==> config.mk <==
export PLATFORM = sky130hd
export DESIGN_NAME = i2cm_byte_ctrl
export DESIGN_NICKNAME = d
export VERILOG_FILES = /design/src/rtl/i2cm_pkg.sv /design/src/rtl/i2cm_quarter_tick.sv /design/src/rtl/i2cm_bit_engine.sv /design/src/rtl/i2cm_byte_ctrl.sv
export SDC_FILE = /design/constraint.sdc
export NUM_CORES = 1
export LEC_CHECK = 0
export BUFFER_PORTS_ARGS = -buffer_cell sky130_fd_sc_hd__buf_2
export CAP_MARGIN = 30
export CORE_ASPECT_RATIO = 1.75
export CORE_MARGIN = 2
export CORE_UTILIZATION = 59
export CTS_BUF_LIST = sky130_fd_sc_hd__clkbuf_8
export DETAILED_ROUTE_END_ITERATION = 16
export PLACE_DENSITY = 0.85
export SYNTH_ARGS = -nofsm -noshare
export SYNTH_HDL_FRONTEND = slang
export SYNTH_SLANG_ARGS = --single-unit
==> constraint.sdc <==
create_clock -name clk -period 1.95 [get_ports clk]
set_input_delay 0.39 -clock clk [delete_from_list [all_inputs] [get_ports clk]]
set_output_delay 0.39 -clock clk [all_outputs]
set_load 0.005 [all_outputs]
==> src/rtl/i2cm_pkg.sv <==
package i2cm_pkg;

  localparam int BYTE_BITS = 8;

  typedef enum logic [2:0] {
    OP_NONE  = 3'd0,
    OP_START = 3'd1,
    OP_STOP  = 3'd2,
    OP_WRITE = 3'd3,
    OP_READ  = 3'd4
  } op_e;

  typedef enum logic [1:0] {
    SEG_START = 2'd0,
    SEG_STOP  = 2'd1,
    SEG_BIT   = 2'd2
  } seg_e;

endpackage

==> src/rtl/i2cm_quarter_tick.sv <==
module i2cm_quarter_tick #(
  parameter int CLK_DIV = 4
) (
  input  logic clk,
  input  logic rst,
  input  logic run,
  output logic tick
);

  localparam int CW = (CLK_DIV > 1) ? $clog2(CLK_DIV) : 1;
  localparam logic [CW-1:0] LAST = CW'(CLK_DIV - 1);

  logic [CW-1:0] cnt;

  always_ff @(posedge clk) begin
    if (rst || !run) begin
      cnt <= '0;
    end else if (cnt == LAST) begin
      cnt <= '0;
    end else begin
      cnt <= cnt + 1'b1;
    end
  end

  assign tick = run && (cnt == LAST);

  generate
    if (CLK_DIV > 1) begin : g_gap
      // quarter ticks are never back to back when the divider exceeds one
      a_r11_tick_gap: assert property (@(posedge clk) disable iff (rst)
        tick |=> !tick);
    end
  endgenerate

endmodule

==> src/rtl/i2cm_bit_engine.sv <==
module i2cm_bit_engine
  import i2cm_pkg::*;
(
  input  logic clk,
  input  logic rst,
  input  logic tick,
  input  logic go,
  input  seg_e go_seg,
  input  logic go_bit,
  input  logic sda_in,
  output logic run,
  output logic seg_done,
  output logic rx_bit,
  output logic scl_rel,
  output logic sda_rel
);

  seg_e       seg;
  logic [1:0] phase;
  logic       dbit;
  logic       owned;

  // Line levels per quarter: {scl, sda}, 1 = released
  function automatic logic [1:0] levels(seg_e s, logic [1:0] p, logic d, logic own);
    logic [1:0] r;
    case (s)
      SEG_START: begin
        case (p)
          2'd0:    r = {!own, 1'b1};
          2'd1:    r = 2'b11;
          2'd2:    r = 2'b10;
          default: r = 2'b00;
        endcase
      end
      SEG_STOP: begin
        case (p)
          2'd0:    r = 2'b00;
          2'd1:    r = 2'b10;
          default: r = 2'b11;
        endcase
      end
      default: r = {(p == 2'd1) || (p == 2'd2), d};
    endcase
    return r;
  endfunction

  always_ff @(posedge clk) begin
    if (rst) begin
      run     <= 1'b0;
      seg     <= SEG_BIT;
      phase   <= 2'd0;
      dbit    <= 1'b1;
      owned   <= 1'b0;
      rx_bit  <= 1'b1;
      scl_rel <= 1'b1;
      sda_rel <= 1'b1;
    end else if (go) begin
      run                <= 1'b1;
      seg                <= go_seg;
      phase              <= 2'd0;
      dbit               <= go_bit;
      {scl_rel, sda_rel} <= levels(go_seg, 2'd0, go_bit, owned);
    end else if (run && tick) begin
      if (phase == 2'd1 && seg == SEG_BIT) begin
        rx_bit <= sda_in;
      end
      if (phase == 2'd3) begin
        run <= 1'b0;
        if (seg == SEG_START) owned <= 1'b1;
        if (seg == SEG_STOP)  owned <= 1'b0;
      end else begin
        phase              <= phase + 2'd1;
        {scl_rel, sda_rel} <= levels(seg, phase + 2'd1, dbit, owned);
      end
    end
  end

  assign seg_done = run && tick && (phase == 2'd3);

  // a new segment is only launched into an idle engine
  a_r9_go_when_idle: assert property (@(posedge clk) disable iff (rst)
    go |-> !run);

  // the two lines never move in the same cycle
  a_r3_one_line_moves: assert property (@(posedge clk) disable iff (rst)
    !($changed(scl_rel) && $changed(sda_rel)));

  // SDA moving under a high SCL only happens inside a start or stop
  a_r3_sda_steady_high: assert property (@(posedge clk) disable iff (rst)
    ($changed(sda_rel) && scl_rel && $past(scl_rel)) |-> (seg != SEG_BIT));

  // a rising SDA under a high SCL belongs to a stop
  a_r8_stop_edge: assert property (@(posedge clk) disable iff (rst)
    ($rose(sda_rel) && scl_rel) |-> (seg == SEG_STOP));

  // a falling SDA under a high SCL belongs to a start
  a_r2_start_edge: assert property (@(posedge clk) disable iff (rst)
    ($fell(sda_rel) && scl_rel) |-> (seg == SEG_START));

endmodule

==> src/rtl/i2cm_byte_ctrl.sv <==
module i2cm_byte_ctrl
  import i2cm_pkg::*;
#(
  parameter int CLK_DIV = 4
) (
  input  logic       clk,
  input  logic       rst,
  input  logic       cmd_valid,
  output logic       cmd_ready,
  input  logic [2:0] cmd_op,
  input  logic [7:0] cmd_wdata,
  input  logic       cmd_nack,
  output logic       done,
  output logic       busy,
  output logic [7:0] rd_data,
  output logic       rx_nack,
  output logic       scl_oe,
  output logic       sda_oe,
  input  logic       sda_in
);

  localparam int BCW = $clog2(BYTE_BITS + 1);
  localparam logic [BCW-1:0] ACK_SLOT  = BCW'(BYTE_BITS);
  localparam logic [BCW-1:0] LAST_DATA = BCW'(BYTE_BITS - 1);

  typedef enum logic [1:0] {ST_IDLE, ST_SEG, ST_BITS, ST_FIN} state_e;

  state_e               state;
  logic                 go;
  seg_e                 go_seg;
  logic                 go_bit;
  logic [BYTE_BITS-1:0] shreg;
  logic [BCW-1:0]       bcnt;
  logic                 ack_drv;
  logic                 busy_q;
  logic [BYTE_BITS-1:0] rd_q;
  logic                 rxn_q;

  logic tick, eng_run, seg_done, rx_bit, scl_rel, sda_rel;

  i2cm_quarter_tick #(.CLK_DIV(CLK_DIV)) u_tick (
    .clk  (clk),
    .rst  (rst),
    .run  (eng_run),
    .tick (tick)
  );

  i2cm_bit_engine u_eng (
    .clk      (clk),
    .rst      (rst),
    .tick     (tick),
    .go       (go),
    .go_seg   (go_seg),
    .go_bit   (go_bit),
    .sda_in   (sda_in),
    .run      (eng_run),
    .seg_done (seg_done),
    .rx_bit   (rx_bit),
    .scl_rel  (scl_rel),
    .sda_rel  (sda_rel)
  );

  always_ff @(posedge clk) begin
    if (rst) begin
      state   <= ST_IDLE;
      go      <= 1'b0;
      go_seg  <= SEG_BIT;
      go_bit  <= 1'b1;
      shreg   <= '0;
      bcnt    <= '0;
      ack_drv <= 1'b1;
      busy_q  <= 1'b0;
      rd_q    <= '0;
      rxn_q   <= 1'b0;
    end else begin
      go <= 1'b0;
      case (state)
        ST_IDLE: begin
          if (cmd_valid) begin
            case (op_e'(cmd_op))
              OP_START: begin
                go     <= 1'b1;
                go_seg <= SEG_START;
                go_bit <= 1'b1;
                busy_q <= 1'b1;
                state  <= ST_SEG;
              end
              OP_STOP: begin
                if (busy_q) begin
                  go     <= 1'b1;
                  go_seg <= SEG_STOP;
                  go_bit <= 1'b0;
                  state  <= ST_SEG;
                end else begin
                  state <= ST_FIN;
                end
              end
              OP_WRITE, OP_READ: begin
                if (busy_q) begin
                  shreg   <= (cmd_op == OP_WRITE) ? cmd_wdata : '1;
                  ack_drv <= (cmd_op == OP_WRITE) ? 1'b1 : cmd_nack;
                  bcnt    <= '0;
                  go      <= 1'b1;
                  go_seg  <= SEG_BIT;
                  go_bit  <= (cmd_op == OP_WRITE) ? cmd_wdata[BYTE_BITS-1] : 1'b1;
                  state   <= ST_BITS;
                end else begin
                  state <= ST_FIN;
                end
              end
              default: state <= ST_FIN;
            endcase
          end
        end
        ST_SEG: begin
          if (seg_done) begin
            if (go_seg == SEG_STOP) busy_q <= 1'b0;
            state <= ST_FIN;
          end
        end
        ST_BITS: begin
          if (seg_done) begin
            if (bcnt == ACK_SLOT) begin
              rxn_q <= rx_bit;
              rd_q  <= shreg;
              state <= ST_FIN;
            end else begin
              shreg  <= {shreg[BYTE_BITS-2:0], rx_bit};
              bcnt   <= bcnt + 1'b1;
              go     <= 1'b1;
              go_bit <= (bcnt == LAST_DATA) ? ack_drv : shreg[BYTE_BITS-2];
            end
          end
        end
        default: state <= ST_IDLE;
      endcase
    end
  end

  assign cmd_ready = (state == ST_IDLE);
  assign done      = (state == ST_FIN);
  assign busy      = busy_q;
  assign rd_data   = rd_q;
  assign rx_nack   = rxn_q;
  assign scl_oe    = !scl_rel;
  assign sda_oe    = !sda_rel;

  // done never lasts two cycles
  a_r9_done_pulse: assert property (@(posedge clk) disable iff (rst)
    done |=> !done);

  // a taken command leaves the idle state
  a_r9_take_leaves_idle: assert property (@(posedge clk) disable iff (rst)
    (cmd_valid && cmd_ready) |=> !cmd_ready);

  // the bus is given up only together with a completion
  a_r8_busy_drop: assert property (@(posedge clk) disable iff (rst)
    $fell(busy) |-> done);

  // idle with a free bus means both lines released
  a_r1_free_released: assert property (@(posedge clk) disable iff (rst)
    (cmd_ready && !busy) |-> (!scl_oe && !sda_oe));

  // non-start commands on a free bus finish at once
  a_r10_free_fast: assert property (@(posedge clk) disable iff (rst)
    (cmd_valid && cmd_ready && !busy && cmd_op != 3'd1) |=> done);

  // the controller never pulls SDA on the acknowledge clock of a write
  a_r5_ack_released: assert property (@(posedge clk) disable iff (rst)
    (state == ST_BITS && bcnt == ACK_SLOT && ack_drv && eng_run) |-> !sda_oe);

endmodule

==> impl_metrics.ini, run 1 <==
[outcome]
outcome = finished, final reports clean

[synth]
synth_nets = 271
synth_edf_count = 0
synth.distinct_cells = 53
yosysWarnings = 0
synth_top_area_share = 0.372
syn_avg_cell_area_um2 = 9.05
synth_area_mm2 = 0.00221
ys_seq_area_frac = 0.372
synth_area_leader_cell = dfxtp_1
ys.flop_type = dfxtp_1
synthTopCellsByArea = dfxtp_1, mux2i_1, ha_1, nor2_1, mux2_4
ys_ff_latch = 41
synthCells = 244
synth-async-reset-ratio = 0

[global_route]
grt_first_pass_wirelength_um = 7920
grt.overflow.total = 0
grt_max_degree = 24
grt.total_usage = 0.237
grt_antenna_before_repair = 0
grt_pass1_vias = 1814

[floorplanning]
die_h_um = 84.9
rows = 29
dieWidth_um = 50.2
ioPinCount = 30
start_util = 0.614
die_area_mm2 = 0.00427
core_mm2 = 0.00359

[cts]
clockBufferDepth = 2
clk_latency_ns = 0.29
cts_tree = yes
h-tree-depth = 2
cts_made_buffers = 5
ctsResizeCount = 0
clk_pin_slew_ns = 0.08
cts.sinks = 41
post_cts_buffers = 0
ctsHoldBuffers = 0
cts-root-buf = clkbuf_8

[power_and_ir_drop]
p_seq_frac = 0.402
power_uw = 2580
p_sw_frac = 0.298
p_sw_uw = 770
ir_worst_vdd_mv = 0.782
p_int_uw = 1810
p_per_area_mw_per_mm2 = 1010
p_leak_uw = 0.00111
p_comb_frac = 0.323
p_clk_frac = 0.275

[detailed_routing]
vias_per_cell = 5.80
drtAntennaViolNets = 0
detail_route.iter0.violations = 47
num_vias = 1874
drc_errors = 0
drt_wl_total_um = 4630
wl_per_cell_um = 14.3
dr.pass1.iters = 4

[setup_path]
cp_slowest_stage_delay_ns = 0.38
critPathCaptureType = register
r2r_end = shreg[5]
worstPathMaxFanout = 11
cp_cell_sequence = inv_1, ha_1, and4_1, nand2_1, a22o_1, buf_12, mux2_2
critical-path-top-delay-family = flip-flops
cp_num_buf_inv = 2
arrival_ns = 2.01
startpoint = state[0]
rrSetupSlack_ns = 0.13
cp-start-kind = register
rr_worst_depth = 7
reg2reg_from = state[0]
cp_data_required_time_ns = 2.14
crit_slowest_cell = dfxtp_1
path_class = register to register

[sta]
setup_slack_ns = 0.127
finalWorstPathRequiredPeriod_ns = 1.82
fin_crit_sh = 0.935
max_clock_freq_ghz = 0.548
setup_viol = 0
slew_headroom = 0.702
tns_ns = 0
drv_slew = 0
rsz0062_at_grt = no
worst_pin_slew_ns = 0.446
holdWs_ns = 0.329
finalHoldViolations = 0
skew_ns = 0.00870

[place]
dpl_cell_area_mm2 = 0.00243
routabilityCongestion = 0.878
place_ws_ns = 0.109
hpwl_um = 3410
portBuffers = 29

[finish]
area_delta_synth_final_pct = 15.4
final_area_mm2 = 0.00255
final_nets = 303
ff_latch_area_um2 = 821
multi_input_area_mm2 = 0.00126
fill_cells = 297
drive_above_1_share = 0.213
diodes = 0

[worst_hold_path]
min-delay-start = sda_in
hold_depth = 3
min_to = u_eng.rx_bit
min_path_type = input port to register

[run]
max_cap_viol_count = 0
-- how the worst max path moves through the flow --
stage	to	slack, ns	depth (start not counted)
2_1_floorplan	shreg[0]	0.20	8
3_3_place_gp	shreg[3]	0.14	6
3_5_place_dp	shreg[6]	0.11	6
4_1_cts	shreg[5]	0.12	7
5_1_grt	shreg[0]	0.03	7
6_report	shreg[5]	0.13	7
-- state kept, by name, indices dropped and copies added, names as in the netlist --
| signal | flops |
|---|---|
| u_tick.cnt | 2 |
| go_bit | 1 |
| u_eng.dbit | 1 |
| go | 1 |
| busy | 1 |
| u_eng.seg | 2 |
| u_eng.phase | 2 |
| shreg | 8 |
| u_eng.rx_bit | 1 |
| go_seg | 2 |
| u_eng.owned | 1 |
| bcnt | 4 |
| ack_drv | 1 |
| rx_nack | 1 |
| rd_data | 8 |
| u_eng.run | 1 |
| u_eng.scl_rel | 1 |
| u_eng.sda_rel | 1 |
| state | 2 |
-- power by group through the flow --
stage | Combinational, uW | Sequential, uW | Clock, uW
floorplan | 636 | 1030 | 0
global placement | 813 | 1050 | 0
detailed placement | 825 | 1060 | 0
CTS | 831 | 1040 | 725
global route | 913 | 1050 | 757
finish | 832 | 1040 | 709
-- logic make-up after synthesis --
group,count (synthesis),share of synthesized area
AOI/OAI and AO/OA,44,0.139
buffers and inverters,28,0.0556
DFF,41,0.372
and+or+nand+nor,92,0.229
xor gates and xnor gates,3,0.0119
adders and majority gates,11,0.0624
muxes,25,0.130
-- metal layers --
layer  up-vias  part of all wire  GRT usage
met1       890              0.39      0.247
met2        45              0.56      0.455
met3         6             0.038     0.0387
li1        933                 -          -
met4         0             0.015     0.0859
met5         -                 0          0
-- cells in the mapped netlist, types with 3 or more instances --
master    instances
dfxtp_1          41
nand2_1          17
nand3_1           9
mux2_4            7
nand4_1           3
nor2_1           29
o22ai_1           9
inv_1            14
a21oi_1          12
and3b_1           3
clkbuf_1          9
o21ai_0           4
nor2b_1           9
mux2i_1          17
ha_1             11
-- cells in the final DEF, fill, tap and decap left out, drive strengths merged, types with 3 or more instances in the layout --
master	netlist	routed
nor2	29	29
nor3b	3	3
ha	11	11
o21ai	5	5
clkbuf	9	6
mux2i	17	17
o22ai	9	9
and3b	3	3
buf	5	39
nor2b	9	9
inv	14	14
a21oi	12	12
nand2	17	17
nand4	3	3
dfxtp	41	41
nand3	9	9
mux2	8	8
-- final cells by class --
class / count / area share
multi-input cells: 175 / 0.496
flip-flops and latches: 41 / 0.322
repair buffers: 39 / 0.0914
clock buffers: 6 / 0.0324
clock inverters: 2 / 0.0147
well taps: 46 / 0.0226
inverters: 14 / 0.0206
-- tightest hold or removal path, cell delays in order --
cell and delay (ns):
buf_2 0.09, mux2i_1 0.05, nand2_1 0.07
-- through the flow --
stage	instances	util
2_1_floorplan	244	-
3_3_place_gp	315	0.676
3_5_place_dp	315	0.676
4_1_cts	323	0.709
5_1_grt	323	0.709
6_report	323	0.709
Power figures use the tool's default switching activity.
==> run 2, diff against run 1 <==
--- a/config.mk
+++ b/config.mk
@@ -5,7 +5,7 @@
 export SDC_FILE = /design/constraint.sdc
 export NUM_CORES = 1
 export LEC_CHECK = 0
-export BUFFER_PORTS_ARGS = -buffer_cell sky130_fd_sc_hd__buf_2
+export BUFFER_PORTS_ARGS = -buffer_cell sky130_fd_sc_hd__buf_4
 export CAP_MARGIN = 30
 export CORE_ASPECT_RATIO = 1.75
 export CORE_MARGIN = 2
==> impl_metrics.ini, run 2 (same netlist as run 1, synthesis figures left out) <==
[finish]
diodes = 0
final_area_mm2 = 0.00266
stdcell_count = 333
drive_above_1_share = 0.244
layout_commonest_cell = buf_4
fill_cells = 276
final_nets = 313
layout_common_cells = buf_4, dfxtp_1, nor2_1, nand2_1, mux2i_1
area_delta_synth_final_pct = 20.3

[detailed_routing]
vias_per_cell = 5.86
drc_errors = 0
drtAntennaViolNets = 0
drt_wl_total_um = 5050
num_vias = 1952
wl_per_cell_um = 15.2
dr.pass1.iters = 4
detail_route.iter0.violations = 53

[sta]
fin_crit_sh = 0.919
slew_headroom = 0.667
drv_slew = 0
setup_viol = 0
finalHoldViolations = 0
setup_slack_ns = 0.158
skew_ns = 0.00928
max_clock_freq_ghz = 0.558
finalWorstPathRequiredPeriod_ns = 1.79
worst_pin_slew_ns = 0.498
rsz0062_at_grt = no

[setup_path]
reg2reg_from = state[0]
cp_num_buf_inv = 1
crit_slowest_cell = a22o_2
worstPathMaxFanout = 11
cp_slowest_stage_delay_ns = 0.37
arrival_ns = 1.99
cp-start-kind = register
startpoint = state[0]
cp_cell_sequence = inv_1, ha_1, and4_1, nand2_1, a22o_2, mux2_2
path_class = register to register
critical-path-top-delay-family = compound AO/OA/AOI/OAI gates
cp_data_required_time_ns = 2.15
critPathCaptureType = register

[power_and_ir_drop]
p_seq_frac = 0.425
p_clk_frac = 0.228
p_leak_uw = 0.00116
p_per_area_mw_per_mm2 = 921
p_sw_uw = 790
ir_worst_vdd_mv = 0.858
p_comb_frac = 0.346
p_sw_frac = 0.323
p_int_uw = 1650

[cts]
cts.sinks = 41
clk_latency_ns = 0.30
clk_pin_slew_ns = 0.08
post_cts_buffers = 0
cts-root-buf = clkbuf_8
clockBufferDepth = 2
cts_tree = yes
ctsResizeCount = 1
ctsHoldBuffers = 0
h-tree-depth = 2
cts_made_buffers = 5

[place]
routabilityCongestion = 0.880
dpl_cell_area_mm2 = 0.00256
portBuffers = 29
place_ws_ns = -0.0194
post-place-cells = 325
hpwl_um = 3720

[global_route]
grt_max_degree = 30
grt_antenna_before_repair = 0
grt.total_usage = 0.262
grt_first_pass_wirelength_um = 8660
grt.overflow.total = 0
grt_pass1_vias = 1987

[floorplanning]
rows = 29
core_mm2 = 0.00359
dieWidth_um = 50.2
die_h_um = 84.9
ioPinCount = 30
start_util = 0.614
die_area_mm2 = 0.00427

[outcome]
outcome = finished, final reports clean

[run]
max_cap_viol_count = 0

[worst_hold_path]
min_path_type = input port to register
min-delay-start = sda_in
-- run 2: cell count changes in the layout (fill, tap and decap cells not counted), sizes merged --
cell and change:
clkinv +3, buf +10, clkinvlp -1, bufinv -1, clkbuf -1
-- run 2: cell type report --
cell class	count	area (um2)	share of cell area
Multi-Input combinational cell	175	1260	0.476
Sequential cell	41	821	0.309
Timing Repair Buffer	49	368	0.139
Clock buffer	5	68.8	0.0259
Tap cell	46	57.6	0.0217
Inverter	14	52.6	0.0198
Clock inverter	3	22.5	0.00848
-- run 2: path summary, 6_finish.rpt --
check             endpoint  slack, ns  cells past startpoint
max               shreg[5]       0.16                      6
min reg2reg  u_tick.cnt[0]       0.43                      1
max reg2reg       shreg[5]       0.16                      6
min           u_eng.rx_bit       0.32                      3
-- run 2: stage by stage --
| step | hold WS, ns | power [uW] | setup TNS [ns] | utilization |
|---|---|---|---|---|
| after CTS | 0.317 | 2450 | 0 | 0.739 |
| after global placement | 0.412 | 1860 | -0.000413 | 0.713 |
| final | 0.317 | 2440 | 0 | 0.739 |
| after floorplan | 0.407 | 1660 | 0 | - |
| after detailed placement | 0.422 | 1890 | -0.0194 | 0.713 |
| after global routing | 0.329 | 2590 | 0 | 0.739 |
-- run 2: per-layer routing --
layer  vias to the layer above  GRT usage  wire (um)
met5                         -          0          0
met4                         0      0.136        159
met3                        17     0.0634        198
met2                        47      0.476       2740
met1                       935      0.266       1960
li1                        953          -          -
-- run 2: tightest hold or removal path, cell delays in order --
cell     delay (ns)
buf_4          0.08
mux2i_1        0.05
nand2_1        0.06
-- run 2: power by group through the flow --
stage | registers [uW] | logic (uW) | clock network [uW]
floorplan | 1030 | 636 | 0
global route | 1050 | 928 | 603
detailed placement | 1050 | 837 | 0
CTS | 1040 | 844 | 570
finish | 1040 | 847 | 558
global placement | 1050 | 818 | 0
